## config.mk

```make
export PLATFORM = sky130hd
export DESIGN_NAME = vzp_permuter
export DESIGN_NICKNAME = d
export VERILOG_FILES = /design/src/rtl/vzp_pkg.sv /design/src/rtl/vzp_src_sel.sv /design/src/rtl/vzp_merge.sv /design/src/rtl/vzp_permuter.sv
export SDC_FILE = /design/constraint.sdc
export NUM_CORES = 1
export LEC_CHECK = 0
export ABC_AREA = 1
export BUFFER_PORTS_ARGS = -buffer_cell sky130_fd_sc_hd__buf_4
export CAP_MARGIN = 20
export CORE_MARGIN = 5
export CORE_UTILIZATION = 55
export CTS_CLUSTER_SIZE = 10
export DETAILED_ROUTE_END_ITERATION = 6
export PLACE_DENSITY = 0.78
export RECOVER_POWER = 25
export SLEW_MARGIN = 15
export SYNTH_ARGS = -nofsm -noshare
export SYNTH_HDL_FRONTEND = slang
export SYNTH_SLANG_ARGS = --single-unit
```

## constraint.sdc

```tcl
create_clock -name clk_i -period 2.4 [get_ports clk_i]
set_input_delay 0.48 -clock clk_i [delete_from_list [all_inputs] [get_ports clk_i]]
set_output_delay 0.48 -clock clk_i [all_outputs]
set_load 0.01 [all_outputs]
```

## src/rtl/vzp_pkg.sv

```systemverilog
package vzp_pkg;
   typedef enum logic [2:0] {
      OP_ZIP     = 3'd0,
      OP_UNZIP_E = 3'd1,
      OP_UNZIP_O = 3'd2,
      OP_PAIR_E  = 3'd3,
      OP_PAIR_O  = 3'd4
   } vzp_op_e;
endpackage

```

## src/rtl/vzp_src_sel.sv

```systemverilog
module vzp_src_sel
   import vzp_pkg::*;
#(
   parameter int EW     = 8,
   parameter int MAX_VL = 8,
   localparam int DLEN  = 2 * MAX_VL
) (
   input  logic [2:0]         op_i,
   input  logic [DLEN*EW-1:0]   vs2_i,
   input  logic [MAX_VL*EW-1:0] vs1_i,
   output logic [DLEN*EW-1:0]   cand_o
);
   for (genvar d = 0; d < DLEN; d++) begin : g_el
      logic [EW-1:0] z_e, ue_e, uo_e, pe_e, po_e, sel_e;

      if ((d % 2) == 0) begin : g_zev
         assign z_e = vs2_i[(d/2)*EW +: EW];
      end else begin : g_zod
         assign z_e = vs1_i[(d/2)*EW +: EW];
      end

      if (d < MAX_VL) begin : g_lo
         assign ue_e = vs2_i[(2*d)*EW +: EW];
         assign uo_e = vs2_i[(2*d+1)*EW +: EW];
         if ((d % 2) == 0) begin : g_pev
            assign pe_e = vs2_i[d*EW +: EW];
            if (d + 1 < MAX_VL) begin : g_in
               assign po_e = vs2_i[(d+1)*EW +: EW];
            end else begin : g_zero
               assign po_e = '0;
            end
         end else begin : g_pod
            assign pe_e = vs1_i[(d-1)*EW +: EW];
            assign po_e = vs1_i[d*EW +: EW];
         end
      end else begin : g_hi
         assign ue_e = '0;
         assign uo_e = '0;
         assign pe_e = '0;
         assign po_e = '0;
      end

      always_comb begin
         case (op_i)
            OP_ZIP:     sel_e = z_e;
            OP_UNZIP_E: sel_e = ue_e;
            OP_UNZIP_O: sel_e = uo_e;
            OP_PAIR_E:  sel_e = pe_e;
            OP_PAIR_O:  sel_e = po_e;
            default:    sel_e = '0;
         endcase
      end

      assign cand_o[d*EW +: EW] = sel_e;
   end
endmodule

```

## src/rtl/vzp_merge.sv

```systemverilog
module vzp_merge #(
   parameter int EW   = 8,
   parameter int DLEN = 16,
   parameter int LW   = 5
) (
   input  logic [DLEN*EW-1:0] cand_i,
   input  logic [DLEN*EW-1:0] old_i,
   input  logic [DLEN-1:0]    mask_i,
   input  logic               mask_en_i,
   input  logic [LW-1:0]      len_i,
   output logic [DLEN*EW-1:0] vd_o
);
   for (genvar d = 0; d < DLEN; d++) begin : g_el
      localparam logic [LW-1:0] IDX = LW'(d);
      logic act;
      assign act = (IDX < len_i) && (!mask_en_i || mask_i[d]);
      assign vd_o[d*EW +: EW] = act ? cand_i[d*EW +: EW] : old_i[d*EW +: EW];
   end
endmodule

```

## src/rtl/vzp_permuter.sv

```systemverilog
module vzp_permuter
   import vzp_pkg::*;
#(
   parameter int EW     = 8,
   parameter int MAX_VL = 8,
   localparam int DLEN  = 2 * MAX_VL,
   localparam int LW    = $clog2(DLEN + 1)
) (
   input  logic                 clk_i,
   input  logic                 rst_ni,
   input  logic                 in_valid_i,
   output logic                 in_ready_o,
   input  logic [2:0]           op_i,
   input  logic [LW-1:0]        vl_i,
   input  logic                 mask_en_i,
   input  logic [DLEN-1:0]      mask_i,
   input  logic [DLEN*EW-1:0]   vs2_i,
   input  logic [MAX_VL*EW-1:0] vs1_i,
   input  logic [DLEN*EW-1:0]   vd_old_i,
   output logic                 done_o,
   output logic [DLEN*EW-1:0]   vd_o,
   output logic [LW-1:0]        len_o
);
   if (EW < 1) begin : g_bad_ew
      $error("vzp_permuter: EW must be at least 1");
   end
   if (MAX_VL < 2) begin : g_bad_vl
      $error("vzp_permuter: MAX_VL must be at least 2");
   end

   logic                 busy_q, done_q;
   logic [2:0]           op_q;
   logic [LW-1:0]        vl_q, len_q;
   logic                 mask_en_q;
   logic [DLEN-1:0]      mask_q;
   logic [DLEN*EW-1:0]   vs2_q, old_q, vd_q;
   logic [MAX_VL*EW-1:0] vs1_q;

   logic                 accept;
   logic [LW-1:0]        vl_clamp, act_len;
   logic [DLEN*EW-1:0]   cand, merged;

   assign in_ready_o = !busy_q;
   assign accept     = in_valid_i && !busy_q;

   always_ff @(posedge clk_i or negedge rst_ni) begin
      if (!rst_ni) begin
         busy_q    <= 1'b0;
         op_q      <= '0;
         vl_q      <= '0;
         mask_en_q <= 1'b0;
         mask_q    <= '0;
         vs2_q     <= '0;
         vs1_q     <= '0;
         old_q     <= '0;
      end else begin
         busy_q <= accept;
         if (accept) begin
            op_q      <= op_i;
            vl_q      <= vl_i;
            mask_en_q <= mask_en_i;
            mask_q    <= mask_i;
            vs2_q     <= vs2_i;
            vs1_q     <= vs1_i;
            old_q     <= vd_old_i;
         end
      end
   end

   always_comb begin
      vl_clamp = (vl_q > LW'(MAX_VL)) ? LW'(MAX_VL) : vl_q;
      case (op_q)
         OP_ZIP:                                   act_len = vl_clamp << 1;
         OP_UNZIP_E, OP_UNZIP_O, OP_PAIR_E, OP_PAIR_O: act_len = vl_clamp;
         default:                                  act_len = '0;
      endcase
   end

   vzp_src_sel #(.EW(EW), .MAX_VL(MAX_VL)) u_sel (
      .op_i   (op_q),
      .vs2_i  (vs2_q),
      .vs1_i  (vs1_q),
      .cand_o (cand)
   );

   vzp_merge #(.EW(EW), .DLEN(DLEN), .LW(LW)) u_merge (
      .cand_i    (cand),
      .old_i     (old_q),
      .mask_i    (mask_q),
      .mask_en_i (mask_en_q),
      .len_i     (act_len),
      .vd_o      (merged)
   );

   always_ff @(posedge clk_i or negedge rst_ni) begin
      if (!rst_ni) begin
         done_q <= 1'b0;
         vd_q   <= '0;
         len_q  <= '0;
      end else begin
         done_q <= busy_q;
         if (busy_q) begin
            vd_q  <= merged;
            len_q <= act_len;
         end
      end
   end

   assign done_o = done_q;
   assign vd_o   = vd_q;
   assign len_o  = len_q;
endmodule

```

; Word level (Yosys, flattened, before mapping)
; Index checks and enable logic that the tools add are counted.
[word_totals]
inputBits = 348
wordCells = 106
register_bits = 480
[op_classes]
eq_ne = 4
n_reduce_logical = 40
muxes = 34
n_lt_le_gt_ge = 17
[op_table]
columns = operator, count
row1 = case mux 8 bit (5 select lines), 6
row2 = two-way mux 8 bit, 24
row3 = < comparator 4 x 5 -> 1 bit (first input constant), 8
row4 = case mux 8 bit (4 select lines), 1
row5 = < comparator 3 x 5 -> 1 bit (first input constant), 4
row6 = logical AND 1 bit, 17
row7 = logical OR 1 bit, 16
row8 = case mux 8 bit (2 select lines), 1
row9 = < comparator 1 x 5 -> 1 bit (first input constant), 2
row10 = < comparator 2 x 5 -> 1 bit (first input constant), 2
row11 = case mux 5 bit (2 select lines), 1
row12 = equality test 3 x 2 -> 1 bit (second input constant), 2
row13 = > comparator 5 x 4 -> 1 bit (second input constant), 1
row14 = two-way mux 5 bit, 1
row15 = OR reduction 2 bit, 2
row16 = OR reduction 4 bit, 1
row17 = equality test 3 x 1 -> 1 bit (second input constant), 1
row18 = equality test 3 bit (second input constant), 1
row19 = logical NOT 3 bit, 1
row20 = OR reduction 3 bit, 1
row21 = logical NOT 1 bit, 2

; Logic depth before layout (Yosys ltp)
; Gate-level depths: netlist of the first run.
[depth]
ltp_word = 6
depth_mapped = 13
ltp_nobuf = 12

; Modules after synthesis
; From an unflattened synthesis of the first run, not the netlist that was laid out.
[hier_totals]
cells_unflattened = 3234
hier_area_um2 = 23581.4
[modules_own_cells]
columns = mod, cells_each, instances, seq_area_each_um2, area_per_inst_um2
row1 = vzp_permuter, 2044, 1, 12011.5, 18186.2
row2 = vzp_src_sel, 733, 1, 0.0, 3296.9
row3 = vzp_merge, 457, 1, 0.0, 2098.3

; Worst setup path before layout of the first run
; OpenSTA, ideal clock, no wires.
[synth_timing]
kind = register to register
from = register op_q[1]
to = register vd_q[43] (netlist: vd_o[43])
arrival_time_ns = 1.626
stages_incl_launch_ff = 14
path_slack_ns = 0.657
period_less_slack_ns = 1.743
path_buffers = 1
setup_ns = 0.117
t_required_ns = 2.283
cell_sequence = dfrtp_1 > buf_4 > nor2_8 > nand2_4 > nor2_1 > inv_2 > nand2_4 > nand2_2 > nand2_2 > nand2_2 > nand2_1 > o21ai_1 > nand2_1 > nand2_1
[synth_via]
elab_chain_len = 6
word_cells_on_any_way = 11
[synth_rtl]
columns = item, line_no
row1 = "start, declared", vzp_permuter.sv:32  ; logic [2:0] op_q;
row2 = "start signal, assigned", vzp_permuter.sv:59  ; op_q <= op_i;
row3 = "equality test 3 x 1 -> 1 bit, or another cell as far along", "vzp_src_sel.sv:44, vzp_permuter.sv:72"
row4 = OR reduction 4 bit, vzp_permuter.sv:72  ; case (op_q)
row5 = case mux 5 bit (2 select lines), vzp_permuter.sv:72
row6 = < comparator 3 x 5 -> 1 bit, vzp_merge.sv:16  ; assign act = (IDX < len_i) && (!mask_en_i || mask_i[d]);
row7 = logical AND 1 bit, vzp_merge.sv:16
row8 = two-way mux 8 bit (*), vzp_merge.sv:17  ; assign vd_o[d*EW +: EW] = act ? cand_i[d*EW +: EW] : old_i[d*EW +: EW];
row9 = "end signal, assigned", vzp_permuter.sv:103  ; vd_q <= merged;
row10 = "end, declared", vzp_permuter.sv:36  ; logic [DLEN*EW-1:0] vs2_q, old_q, vd_q;
; Mark *: on every way between the ends. The rest lies on a longest branch, timed or not.
; A chain may end at the register's enable or synchronous reset.

; Worst setup path in the final report of the first run
[layout_timing]
from = register busy_q
to = output in_ready_o
[layout_via]
elab_chain_len = 1
[layout_rtl]
columns = item, line_no
row1 = "start, declared", vzp_permuter.sv:31  ; logic busy_q, done_q;
row2 = "start signal, assigned", vzp_permuter.sv:57  ; busy_q <= accept;
row3 = logical NOT 1 bit, vzp_permuter.sv:43  ; assign in_ready_o = !busy_q;
row4 = "end, declared", vzp_permuter.sv:12  ; output logic in_ready_o,
; Every way passes these cells.

==> key figures, run 1 <==
Run status
  – Outcome: finished, final reports clean

Pwr
  – Worst VDD drop: 559 µV
  – Total leakage power: 0.0143 µW
  – Total power divided by cell area: 888 nW/µm²

Clock tree
  – Cts bufs inserted: 54
  – CTS Hold Bufs: 1
  – Maximum clock path buffer count: 3
  – Post-CTS Setup Inserts: 0
  – TritonCTS clock tree: built
  – Clock Tree Root: sky130_fd_sc_hd__clkbuf_16
  – Reg clk slew, reported paths: 0.06 ns
  – Cells resized by post-CTS repair: 0
  – CTS H-Tree Depth: 2
  – Clock tree sinks: between 400 and 500
  – Clock latency on the worst-skew pair: 0.61 ns

Critical path
  – Element type at the critical path end: output port
  – Biggest fanout along the worst timing path: 89
  – Critical path startpoint category: flip-flop
  – Data arrival, critical path: 1.81 ns
  – Required time of the critical path: 1.92 ns
  – Startpoint-to-endpoint class of the critical path: reg2out

Routing
  – Via/cell ratio: around 5.6
  – Total vias in the final route: 20800
  – Starting DRC count in detailed routing: 2054
  – Detailed-routing iteration count for the pre-antenna-repair pass: 7
  – Total DRC errors in the routed layout: 0
  – Remaining number of nets flagged by the antenna check after routing: 0
  – Routed wirelength normalized by instance count: between 20 and 25 µm
  – Wire length after detailed routing: between 80000 and 90000 µm

Placed design
  – Count of input and output buffers: 482
  – Area of placed instances: approximately 26000 µm²
  – RD Place Congestion: 0.974
  – Dpl hpwl: around 59000 µm

GRT
  – M2 GR Usage: 55.7%
  – Initial antenna violation count: 13
  – Vias in the first global route: 20600
  – Final global-route overflow total: 0
  – First-pass GRT wire length: ~120000 µm
  – Met3 track utilization from global routing: approximately 8.6%
  – Met1 usage in global routing: 49.5%
  – Layer carrying the most global-route usage: met2
  – Global-route usage over all layers: 36.2%
  – Pin count of the biggest net entering global routing: 141

Logic synthesis
  – Cell area after synthesis: 21700 µm²
  – Mean post-synth cell area: 8.03 µm²
  – Synth Instances: 2707
  – Number of nets produced by synthesis: 3055
  – Cell variety after synth: 40
  – Count of state elements after synthesis: 480
  – Warnings, synthesis: 0
  – Number of enable flip-flop cells after synthesis: 0
  – Async set-or-reset flop fraction in the synthesized netlist: 100%
  – Synth Flop Type: sky130_fd_sc_hd__dfrtp_1
  – Sequential share of the synthesized area: 55.3%

Final layout
  – Count of fill cells added during filler insertion: 3178
  – Register cell area after layout: 12000 µm²
  – Multi-input combinational cell area: 8240 µm²
  – Share of cells above drive strength 1: 20.9%
  – Design Area, Final: 27500 µm²
  – Area growth from synthesis to final layout: 26.4%
  – NumNets Final: 3491

Die
  – Rows: between 70 and 80
  – Die width: 209 µm
  – Height of the chip: roughly 210 µm
  – Initial core utilization: approximately 56%
  – I/O pin count: 483
  – Core box area: 38900 µm²
  – Die area: between 40000 and 50000 µm²

Timing
  – Crit path time final: 2.29 ns
  – Setup Total Neg Slack: 0 ns
  – Relative slew margins: between 10 and 15%
  – Number of pins with negative max-slew slack in the final report: 0
  – Worst Tran Pin Value: 1.34 ns
  – Final Cycle Share: a little over nine tenths
  – Largest clock skew in the final design: approximately 0.031 ns
  – Setup repair after global routing missed its margin: false
  – Hold Vio Cnt, Final: 0
  – Highest clock rate: 437 MHz
  – Setup violators final: 0

Job
  – Max-cap violations: 0

Min path
  – Min-Delay Path Class: in2reg
final timing paths:
check,from,endpoint,slack [ns],depth (start not counted)
worst max register to register,op_q[1],vd_o[15],0.21,10
min in group asynchronous,rst_ni,vd_o[108],0.74,2
worst min-delay path,mask_i[6],mask_q[6],0.06,3
worst max-delay path,busy_q,in_ready_o,0.11,3
max in group asynchronous,rst_ni,old_q[86],0.39,4
worst min register to register,old_q[124],old_q[124],0.47,2
through the flow:
step / hold WS (ns) / setup slack [ns] / instances / utilization, % / power, µW
2_1_floorplan: 0.184 / 0.657 / 2707 / - / 13700
3_3_place_gp: 0.416 / 0.328 / 3604 / 66.8 / 17000
3_5_place_dp: 0.414 / 0.265 / 3604 / 66.8 / 17100
4_1_cts: 0.0380 / 0.0790 / 3671 / 70.6 / 24400
5_1_grt: 0.0667 / 0.0301 / 3679 / 70.6 / 25500
6_report: 0.0642 / 0.111 / 3680 / 70.6 / 24400
sequential cells by signal, indices dropped and copies added, names as in the netlist, 3 cells and up:
signal / count
mask_q: 16
vl_q: 5
op_q: 3
vd_o: 128
vs1_q: 64
old_q: 128
vs2_q: 128
len_o: 5
area by class of cell:
| cell class | instances | share of cell area (%) |
|---|---|---|
| Sequential cell | 480 | 43.7 |
| Multi-Input combinational cell | 1850 | 30.0 |
| Timing Repair Buffer | 532 | 15.4 |
| Clock buffer | 64 | 5.20 |
| Inverter | 225 | 3.12 |
| Tap cell | 518 | 2.36 |
| Clock inverter | 2 | 0.118 |
| Antenna cell | 9 | 0.0820 |
synthesized netlist by cell type (2+ instances only):
master                         n  area share [%]
sky130_fd_sc_hd__nand2_1    1091              19
sky130_fd_sc_hd__dfrtp_1     480              55
sky130_fd_sc_hd__o21ai_0     299             6.9
sky130_fd_sc_hd__inv_1       214             3.7
sky130_fd_sc_hd__nand3_1     146             3.4
sky130_fd_sc_hd__clkbuf_1     91             1.6
sky130_fd_sc_hd__nor2_1       78             1.3
sky130_fd_sc_hd__o22ai_1      43             1.2
sky130_fd_sc_hd__a21oi_1      37            0.85
sky130_fd_sc_hd__buf_2        35            0.81
sky130_fd_sc_hd__nand4_1      25            0.72
sky130_fd_sc_hd__buf_1        20            0.35
sky130_fd_sc_hd__nor3_1       20            0.46
sky130_fd_sc_hd__o211ai_1     18            0.62
sky130_fd_sc_hd__o21ai_1      18            0.41
sky130_fd_sc_hd__nand2_2      17            0.49
sky130_fd_sc_hd__nand2_4      11            0.57
sky130_fd_sc_hd__or2_2        11            0.32
sky130_fd_sc_hd__a22oi_1       9            0.31
sky130_fd_sc_hd__inv_2         9            0.16
sky130_fd_sc_hd__nand3_2       4            0.18
sky130_fd_sc_hd__buf_4         3            0.10
sky130_fd_sc_hd__buf_6         3            0.16
sky130_fd_sc_hd__nand3_4       3            0.24
sky130_fd_sc_hd__nor2_4        3            0.16
sky130_fd_sc_hd__a31oi_1       2           0.058
sky130_fd_sc_hd__nor2_8        2            0.18
sky130_fd_sc_hd__o2111ai_1     2           0.081
sky130_fd_sc_hd__o221ai_1      2           0.081
worst max-delay path, cell delays in order (launching register included):
cell,delay [ns]
sky130_fd_sc_hd__dfrtp_4,0.50
sky130_fd_sc_hd__inv_4,0.09
sky130_fd_sc_hd__buf_12,0.35
sky130_fd_sc_hd__buf_4,0.21
power by group:
part           switching, µW  total [µW]  internal (µW)  leakage, µW
clock network           3170        7290           4120     0.000714
registers                997       10500           9520      0.00592
logic                   4060        6600           2540      0.00766
total                   8230       24400          16200       0.0143
layout by cell type, fill, tap and decap left out, types with 8 or more instances in the layout:
cell type | synthesis | layout
sky130_fd_sc_hd__o21ai_0 | 299 | 299
sky130_fd_sc_hd__nand4_1 | 25 | 25
sky130_fd_sc_hd__nand2_1 | 1091 | 1090
sky130_fd_sc_hd__nor2_1 | 78 | 78
sky130_fd_sc_hd__dfrtp_1 | 480 | 479
sky130_fd_sc_hd__a22oi_1 | 9 | 9
sky130_fd_sc_hd__clkbuf_1 | 91 | 8
sky130_fd_sc_hd__o21ai_1 | 18 | 18
sky130_fd_sc_hd__inv_1 | 214 | 213
sky130_fd_sc_hd__or2_2 | 11 | 11
sky130_fd_sc_hd__nand2_4 | 11 | 12
sky130_fd_sc_hd__clkbuf_16 | 0 | 55
sky130_fd_sc_hd__buf_4 | 3 | 507
sky130_fd_sc_hd__buf_12 | 0 | 20
sky130_fd_sc_hd__o211ai_1 | 18 | 18
sky130_fd_sc_hd__a21oi_1 | 37 | 37
sky130_fd_sc_hd__diode_2 | 0 | 9
sky130_fd_sc_hd__inv_2 | 9 | 8
sky130_fd_sc_hd__nand3_1 | 146 | 146
sky130_fd_sc_hd__o22ai_1 | 43 | 43
sky130_fd_sc_hd__nor3_1 | 20 | 20
sky130_fd_sc_hd__nand2_2 | 17 | 17
kinds of logic after synthesis:
logic type | synth area share [%]
AOI/OAI and AO/OA | 10.8
and+or+nand+nor | 27.1
buffers and inverters | 6.88
DFF | 55.3
routing by layer:
layer	routed length (µm)	vias to the layer above	share of wire, %
li1	-	9464	-
met1	31300	9935	39
met2	36900	1151	46
met3	8490	204	11
met4	4030	8	5.0
met5	55	-	0.068
Note: power is estimated with default switching activity, not from simulation.
==> inputs of run 2 (changes only) <==
CAP_MARGIN = 0   (was 20)
CORE_UTILIZATION = 40   (was 55)
PLACE_DENSITY = 0.59   (was 0.78)
clock period = 2.8 ns   (was 2.4 ns; I/O delays follow)
==> run 2 against run 1 <==
Effect of this change: sequential share of layout area shrank 0.32 points; die area is 36% higher; setup slack better by 0.29 ns; the flow now finishes with violations (capacitance limit, slew limit); critical endpoint is now vs2_q[62]; highest routed layer unchanged; critical path depth increased by 3; clock power is 9.3% lower; sequential power shrank 14%; final area is 0.74% higher.
==> key figures, run 2 (synthesized netlist as in run 1, its figures left out) <==
Run status
  – Outcome: complete, but fails checks
  – Violated checks: capacitance limit, slew limit

Clock tree
  – Reg clk slew, reported paths: 0.06 ns (about the same)
  – Clock latency on the worst-skew pair: 0.60 ns (about the same)
  – CTS H-Tree Depth: 2 (unchanged)
  – Maximum clock path buffer count: 3 (unchanged)
  – Clock tree sinks: 480 (unchanged)
  – CTS Hold Bufs: 1 (unchanged)
  – Cts bufs inserted: 56 (+3.7%)
  – TritonCTS clock tree: built
  – Cells resized by post-CTS repair: 0 (unchanged)
  – Post-CTS Setup Inserts: 0 (unchanged)
  – Clock Tree Root: sky130_fd_sc_hd__clkbuf_16

Routing
  – Routed wirelength normalized by instance count: 21.9 µm (-0.22%)
  – Total DRC errors in the routed layout: 0 (unchanged)
  – Via/cell ratio: 5.22 (-7.4%)
  – Detailed-routing iteration count for the pre-antenna-repair pass: 6 (-1)
  – Total vias in the final route: 20200 (-2.9%)
  – Starting DRC count in detailed routing: 1722 (-16%)
  – Wire length after detailed routing: 84600 µm (+4.7%)
  – Remaining number of nets flagged by the antenna check after routing: 0 (unchanged)

Timing
  – Setup repair after global routing missed its margin: false
  – Final Cycle Share: 85.8%
  – Setup Total Neg Slack: 0 ns (unchanged)
  – Relative slew margins: -18.7% (-30 points)
  – Highest clock rate: between 400 and 500 MHz
  – Worst Tran Pin Value: 1.78 ns (+0.444 ns)
  – Number of pins with negative max-slew slack in the final report: 75 (+75)
  – Setup violators final: 0 (unchanged)
  – Worst hold-check slack: 0.154 ns (+0.0897 ns)
  – Hold Vio Cnt, Final: 0 (unchanged)
  – Largest clock skew in the final design: 0.0155 ns (-0.0156 ns)
  – Crit path time final: about 2.4 ns

Final layout
  – Design Area, Final: 27700 µm² (+0.74%)
  – Area growth from synthesis to final layout: 27.4%
  – Number of cells in the finished layout apart from fillers: 3860 (+4.9%)
  – NumNets Final: 3491 (unchanged)
  – Most common cell after layout, fill and taps aside: sky130_fd_sc_hd__nand2_1
  – Share of cells above drive strength 1: 20.9% (about the same)
  – Count of fill cells added during filler insertion: 5222 (+64%)
  – Most used cells in the layout excluding fill and tap cells: sky130_fd_sc_hd__nand2_1 (1090), sky130_fd_sc_hd__buf_4 (508), sky130_fd_sc_hd__dfrtp_1 (479), sky130_fd_sc_hd__o21ai_0 (299), sky130_fd_sc_hd__inv_1 (213)

GRT
  – Vias in the first global route: 20400 (-1.2%)
  – Global-route usage over all layers: 27.9% (-8.3 points)
  – Final global-route overflow total: 0 (unchanged)
  – First-pass GRT wire length: 126000 µm (+3.1%)
  – Pin count of the biggest net entering global routing: 141 (unchanged)
  – Initial antenna violation count: 9 (-4)

Critical path
  – End of the worst register-to-register path: vs2_q[62]
  – Start point of the critical path: busy_q
  – Biggest fanout along the worst timing path: 44 (-51%)
  – CP Capture Point: vs2_q[62]
  – Number of cells traversed by the worst register-to-register path: 6 (-4)
  – Cell Chain, Critical Path: inv_4, nand2_4, clkinvlp_4, buf_4, nand2_1, o21ai_0
  – Element type at the critical path end: flip-flop
  – Startpoint-to-endpoint class of the critical path: reg2reg
  – Critical Path Max Stage Delay: 0.75 ns (+0.25 ns)
  – Required time of the critical path: 3.27 ns (+1.35 ns)
  – Data arrival, critical path: 2.87 ns (+1.06 ns)
  – Worst setup slack for register-to-register paths: 0.40 ns (+0.19 ns)
  – Critical path startpoint category: flip-flop
  – Cell at the slowest stage of the critical path: sky130_fd_sc_hd__clkinvlp_4
  – Critical R2R Launch: busy_q

Die
  – I/O pin count: 483 (unchanged)
  – Die width: 243 µm (+16%)
  – Rows: 85 (+18%)
  – Initial core utilization: 40.4% (-15 points)
  – Core box area: 53800 µm² (+38%)
  – Height of the chip: 243 µm (+16%)
  – Die area: 59100 µm² (+36%)

Placed design
  – Area of placed instances: 26100 µm² (+0.51%)
  – RD Place Congestion: 0.910 (-6.6%)
  – Count of input and output buffers: 482 (unchanged)
  – Dpl hpwl: 63700 µm (+7.1%)
  – Instance count after placement with tap cells included: 3780 (+4.9%)

Pwr
  – Total power divided by cell area: 769 nW/µm² (-13%)
  – Power after layout: 21300 µW (-13%)
  – Total leakage power: 0.0143 µW (about the same)
  – Worst VDD drop: 477 µV (-15%)

Min path
  – Min-Delay Path Class: in2reg

Job
  – Max-cap violations: 1 (+1)
==> run 2: cell count changes in the layout (fill, tap and decap cells not counted) <==
cell,previous run,this run
sky130_fd_sc_hd__buf_12,20,13
sky130_fd_sc_hd__buf_4,507,508
sky130_fd_sc_hd__bufinv_16,0,1
sky130_fd_sc_hd__clkbuf_1,8,14
sky130_fd_sc_hd__clkbuf_16,55,57
sky130_fd_sc_hd__clkbuf_4,1,2
sky130_fd_sc_hd__clkbuf_8,2,5
sky130_fd_sc_hd__clkinv_2,1,3
sky130_fd_sc_hd__clkinv_8,2,0
sky130_fd_sc_hd__clkinvlp_4,0,1
sky130_fd_sc_hd__diode_2,9,4
sky130_fd_sc_hd__inv_8,1,0
==> run 2: critical path, delay by kind of cell, from the launching register on <==
family / cells / cell delay [ns]
simple gates: 2 / 0.26
flops: 1 / 0.43
buf+inv: 3 / 1.44
compound gates: 1 / 0.09
==> run 2: metal layers <==
| layer | wire length, µm | up-vias | GRT usage (%) |
|---|---|---|---|
| met5 | 59 | - | 0 |
| li1 | - | 9460 | - |
| met2 | 39600 | 745 | 44.7 |
| met3 | 6320 | 131 | 5.92 |
| met4 | 2770 | 10 | 9.56 |
| met1 | 35800 | 9811 | 37.9 |
==> run 2: final cells by class <==
class / instances / area [µm²] / area share, %
Sequential cell: 480 / 12000 / 43.4
Multi-Input combinational cell: 1850 / 8240 / 29.7
Timing Repair Buffer: 530 / 4120 / 14.9
Antenna cell: 4 / 10.0 / 0.0362
Tap cell: 696 / 871 / 3.15
Inverter: 225 / 855 / 3.09
Clock inverter: 3 / 40.0 / 0.145
Clock buffer: 72 / 1530 / 5.54
==> run 2: how the worst min path moves through the flow <==
stage,startpoint,endpoint,cells after the start
2_1_floorplan,rst_ni,busy_q,0
3_3_place_gp,mask_q[0],mask_q[0],2
3_5_place_dp,mask_q[11],mask_q[11],2
4_1_cts,vs2_i[2],vs2_q[2],3
5_1_grt,vd_old_i[126],old_q[126],3
6_report,vs2_i[119],vs2_q[119],3
==> run 2: metrics by stage <==
stage	utilization, %	setup WS [ns]
final	51.4	0.396
after global routing	51.4	0.164
after CTS	51.5	0.440
after detailed placement	48.6	0.480
after global placement	48.6	0.513
after floorplan	-	1.06
==> run 2: power breakdown <==
part           total [µW]  internal [µW]  switching [µW]  leakage [µW]
registers            9010           8160             843       0.00592
logic                5670           2150            3520       0.00760
clock network        6610           3840            2770      0.000772
total               21300          14200            7130        0.0143
==> inputs of run 3 (changes only) <==
--- a/config.mk
+++ b/config.mk
@@ -9,4 +9,5 @@
 export BUFFER_PORTS_ARGS = -buffer_cell sky130_fd_sc_hd__buf_4
 export CAP_MARGIN = 0
+export CORE_ASPECT_RATIO = 1.1
 export CORE_MARGIN = 5
 export CORE_UTILIZATION = 40
==> constraint.sdc (replaced) <==
create_clock -name clk_i -period 2.8 [get_ports clk_i]
set_input_delay 0.28 -clock clk_i [delete_from_list [all_inputs] [get_ports clk_i]]
set_output_delay 0.28 -clock clk_i [all_outputs]
set_load 0.01 [all_outputs]
==> run 3 against run 2 <==
Effect of this change: sequential cell count is the same; clock skew down 0.00057 ns; sequential power about the same; count of clock-buffer cells in the layout is 5 lower; maximum frequency is essentially flat; largest power group unchanged; setup slack lost 0.0017 ns; the flow finishes with violations (DRC, capacitance limit, slew limit); combinational power increased by 8.3%; clock power decreased by 3%.
==> key figures, run 3 (synthesized netlist as in run 1, its figures left out) <==
Timing
  – Crit path time final: 2.41 ns (+0.00174 ns)
  – Setup Total Neg Slack: 0 ns (unchanged)
  – Worst Tran Pin Value: 2.23 ns (+0.449 ns)
  – Number of pins with negative max-slew slack in the final report: 207 (+180%)
  – Setup violators final: 0 (unchanged)
  – Final Cycle Share: 85.9% (about the same)
  – Relative slew margins: -48.6% (-30 points)
  – Hold Vio Cnt, Final: 0 (unchanged)
  – Worst hold-check slack: 0.180 ns (+0.0265 ns)
  – Highest clock rate: 416 MHz (about the same)
  – Setup repair after global routing missed its margin: false
  – Largest clock skew in the final design: 0.0150 ns (-0.000569 ns)

Critical path
  – Cell repeated most along the worst path: sky130_fd_sc_hd__o21ai_0
  – Data arrival, critical path: 2.92 ns (+0.05 ns)
  – Critical R2R Launch: busy_q
  – Cell Chain, Critical Path: clkbuf_4, o21ai_0, o21ai_0
  – Startpoint-to-endpoint class of the critical path: reg2reg
  – End of the worst register-to-register path: vd_o[93]
  – Number of cells traversed by the worst register-to-register path: 3 (-3)
  – Critical Path Max Stage Delay: 1.34 ns (+0.59 ns)
  – Element type at the critical path end: flip-flop
  – Start point of the critical path: busy_q
  – Cell at the slowest stage of the critical path: sky130_fd_sc_hd__clkbuf_4
  – Required time of the critical path: 3.32 ns (+0.05 ns)
  – Biggest fanout along the worst timing path: 133 (+200%)
  – Critical path startpoint category: flip-flop
  – Worst setup slack for register-to-register paths: 0.39 ns (about the same)

GRT
  – Pin count of the biggest net entering global routing: 141 (unchanged)
  – Initial antenna violation count: 11 (+2)
  – Global-route usage over all layers: 30.2% (+2.3 points)
  – Final global-route overflow total: 0 (unchanged)
  – First-pass GRT wire length: 136000 µm (+7.8%)
  – Vias in the first global route: 22200 (+9.1%)

Clock tree
  – Clock latency on the worst-skew pair: 0.61 ns (about the same)
  – Maximum clock path buffer count: 3 (unchanged)
  – Cells resized by post-CTS repair: 0 (unchanged)
  – Reg clk slew, reported paths: 0.06 ns (about the same)
  – Cts bufs inserted: 55 (-1.8%)
  – Clock Tree Root: sky130_fd_sc_hd__clkbuf_16
  – CTS H-Tree Depth: 2 (unchanged)
  – TritonCTS clock tree: built
  – Clock tree sinks: 480 (unchanged)

Routing
  – M1 WL: 37800 µm (+5.7%)
  – Highest layer used for signal routing: met5
  – Via/cell ratio: 5.19 (-0.55%)
  – Met2 layer wire length in the routed design: 43100 µm (+8.8%)
  – Starting DRC count in detailed routing: 2143 (+24%)
  – Wire length on met3: 6080 µm (-3.8%)
  – Detailed-routing iteration count for the pre-antenna-repair pass: 7 (+1)
  – Remaining number of nets flagged by the antenna check after routing: 0 (unchanged)
  – Wire length after detailed routing: 91600 µm (+8.3%)
  – Routed wirelength normalized by instance count: 21.7 µm (-1.1%)
  – Total vias in the final route: 22000 (+8.9%)
  – Total DRC errors in the routed layout: 3 (+3)

Die
  – Die width: 232 µm (-4.5%)
  – Rows: 89 (+4.7%)
  – Core box area: 53800 µm² (about the same)
  – Die area: 59100 µm² (about the same)
  – Height of the chip: 254 µm (+4.7%)
  – I/O pin count: 483 (unchanged)
  – Initial core utilization: 40.4% (about the same)

Final layout
  – Share of cells above drive strength 1: 18.6% (-2.3 points)
  – Area growth from synthesis to final layout: 42.8%
  – Most common cell after layout, fill and taps aside: sky130_fd_sc_hd__nand2_1
  – Most used cells in the layout excluding fill and tap cells: sky130_fd_sc_hd__nand2_1 (1090), sky130_fd_sc_hd__buf_4 (502), sky130_fd_sc_hd__dfrtp_1 (479), sky130_fd_sc_hd__dlygate4sd3_1 (346), sky130_fd_sc_hd__o21ai_0 (299)
  – NumNets Final: 3826 (+9.6%)

Min path
  – Endpoint of the worst hold path: busy_q
  – Worst Hold Depth: 3 (unchanged)
  – Min-Delay Path Class: in2reg
  – Hold Path Origin: in_valid_i

Pwr
  – Total power divided by cell area: 695 nW/µm² (-9.6%)
  – Worst VDD drop: 438 µV (-8.3%)
  – Power after layout: 21600 µW (+1.4%)
  – Total leakage power: 0.0157 µW (+9.6%)

Job
  – Max-cap violations: 2 (+1)

Placed design
  – Dpl hpwl: 63100 µm (-0.86%)
  – RD Place Congestion: 0.936 (+2.8%)
  – Count of input and output buffers: 482 (unchanged)

Run status
  – Outcome: complete, but fails checks
  – Violated checks: DRC, capacitance limit, slew limit
==> run 3: stage by stage <==
step           util [%]  setup WS [ns]  area, µm²  instances
3_3_place_gp       48.5          0.540      26100       3803
5_1_grt            57.7          0.181      31000       4224
4_1_cts            57.7          0.456      31100       4218
6_report           57.7          0.395      31000       4228
2_1_floorplan         -           1.06      21700       2707
3_5_place_dp       48.5          0.478      26100       3803
==> run 3: area by class of cell <==
| type | instances | area, µm² |
|---|---|---|
| diodes | 10 | 25.0 |
| clock buffers | 67 | 1480 |
| clock inverters | 2 | 13.8 |
| fillers | 4761 | 22700 |
| inverters | 225 | 858 |
| multi-input cells | 1850 | 8240 |
| flip-flops and latches | 480 | 12000 |
| well taps | 728 | 911 |
| repair buffers | 866 | 7500 |
==> run 3: how the worst max path moves through the flow <==
stage          slack (ns)        end  depth (start not counted)
2_1_floorplan        1.06   vd_o[43]                         13
6_report             0.39   vd_o[93]                          3
4_1_cts              0.46   vd_o[68]                         11
3_5_place_dp         0.48   vd_o[68]                         11
3_3_place_gp         0.54   vd_o[65]                         11
5_1_grt              0.18  vs2_q[94]                          3
==> run 3: power breakdown <==
part	switching [µW]	total [µW]	internal, µW
logic	3690	6140	2450
registers	827	8990	8160
clock network	2800	6440	3650
==> run 3: repair_timing <==
item | CTS | global route
buffers inserted | 0 | 0
hold buffers | 346 | 0
endpoints found under the hold margin | 409 | 0
==> run 3: worst max-delay path, delay by kind of cell (launching register included) <==
family	cells	cell delay [ns]
buffers and inverters	1	1.34
DFF	1	0.42
AOI/OAI and AO/OA	2	0.53
==> run 3: per-layer routing <==
| layer | GRT usage (%) | vias to the layer above |
|---|---|---|
| met5 | 0 | - |
| li1 | - | 10100 |
| met1 | 40.3 | 10700 |
| met4 | 13.9 | 8 |
| met2 | 48.5 | 915 |
| met3 | 5.12 | 236 |
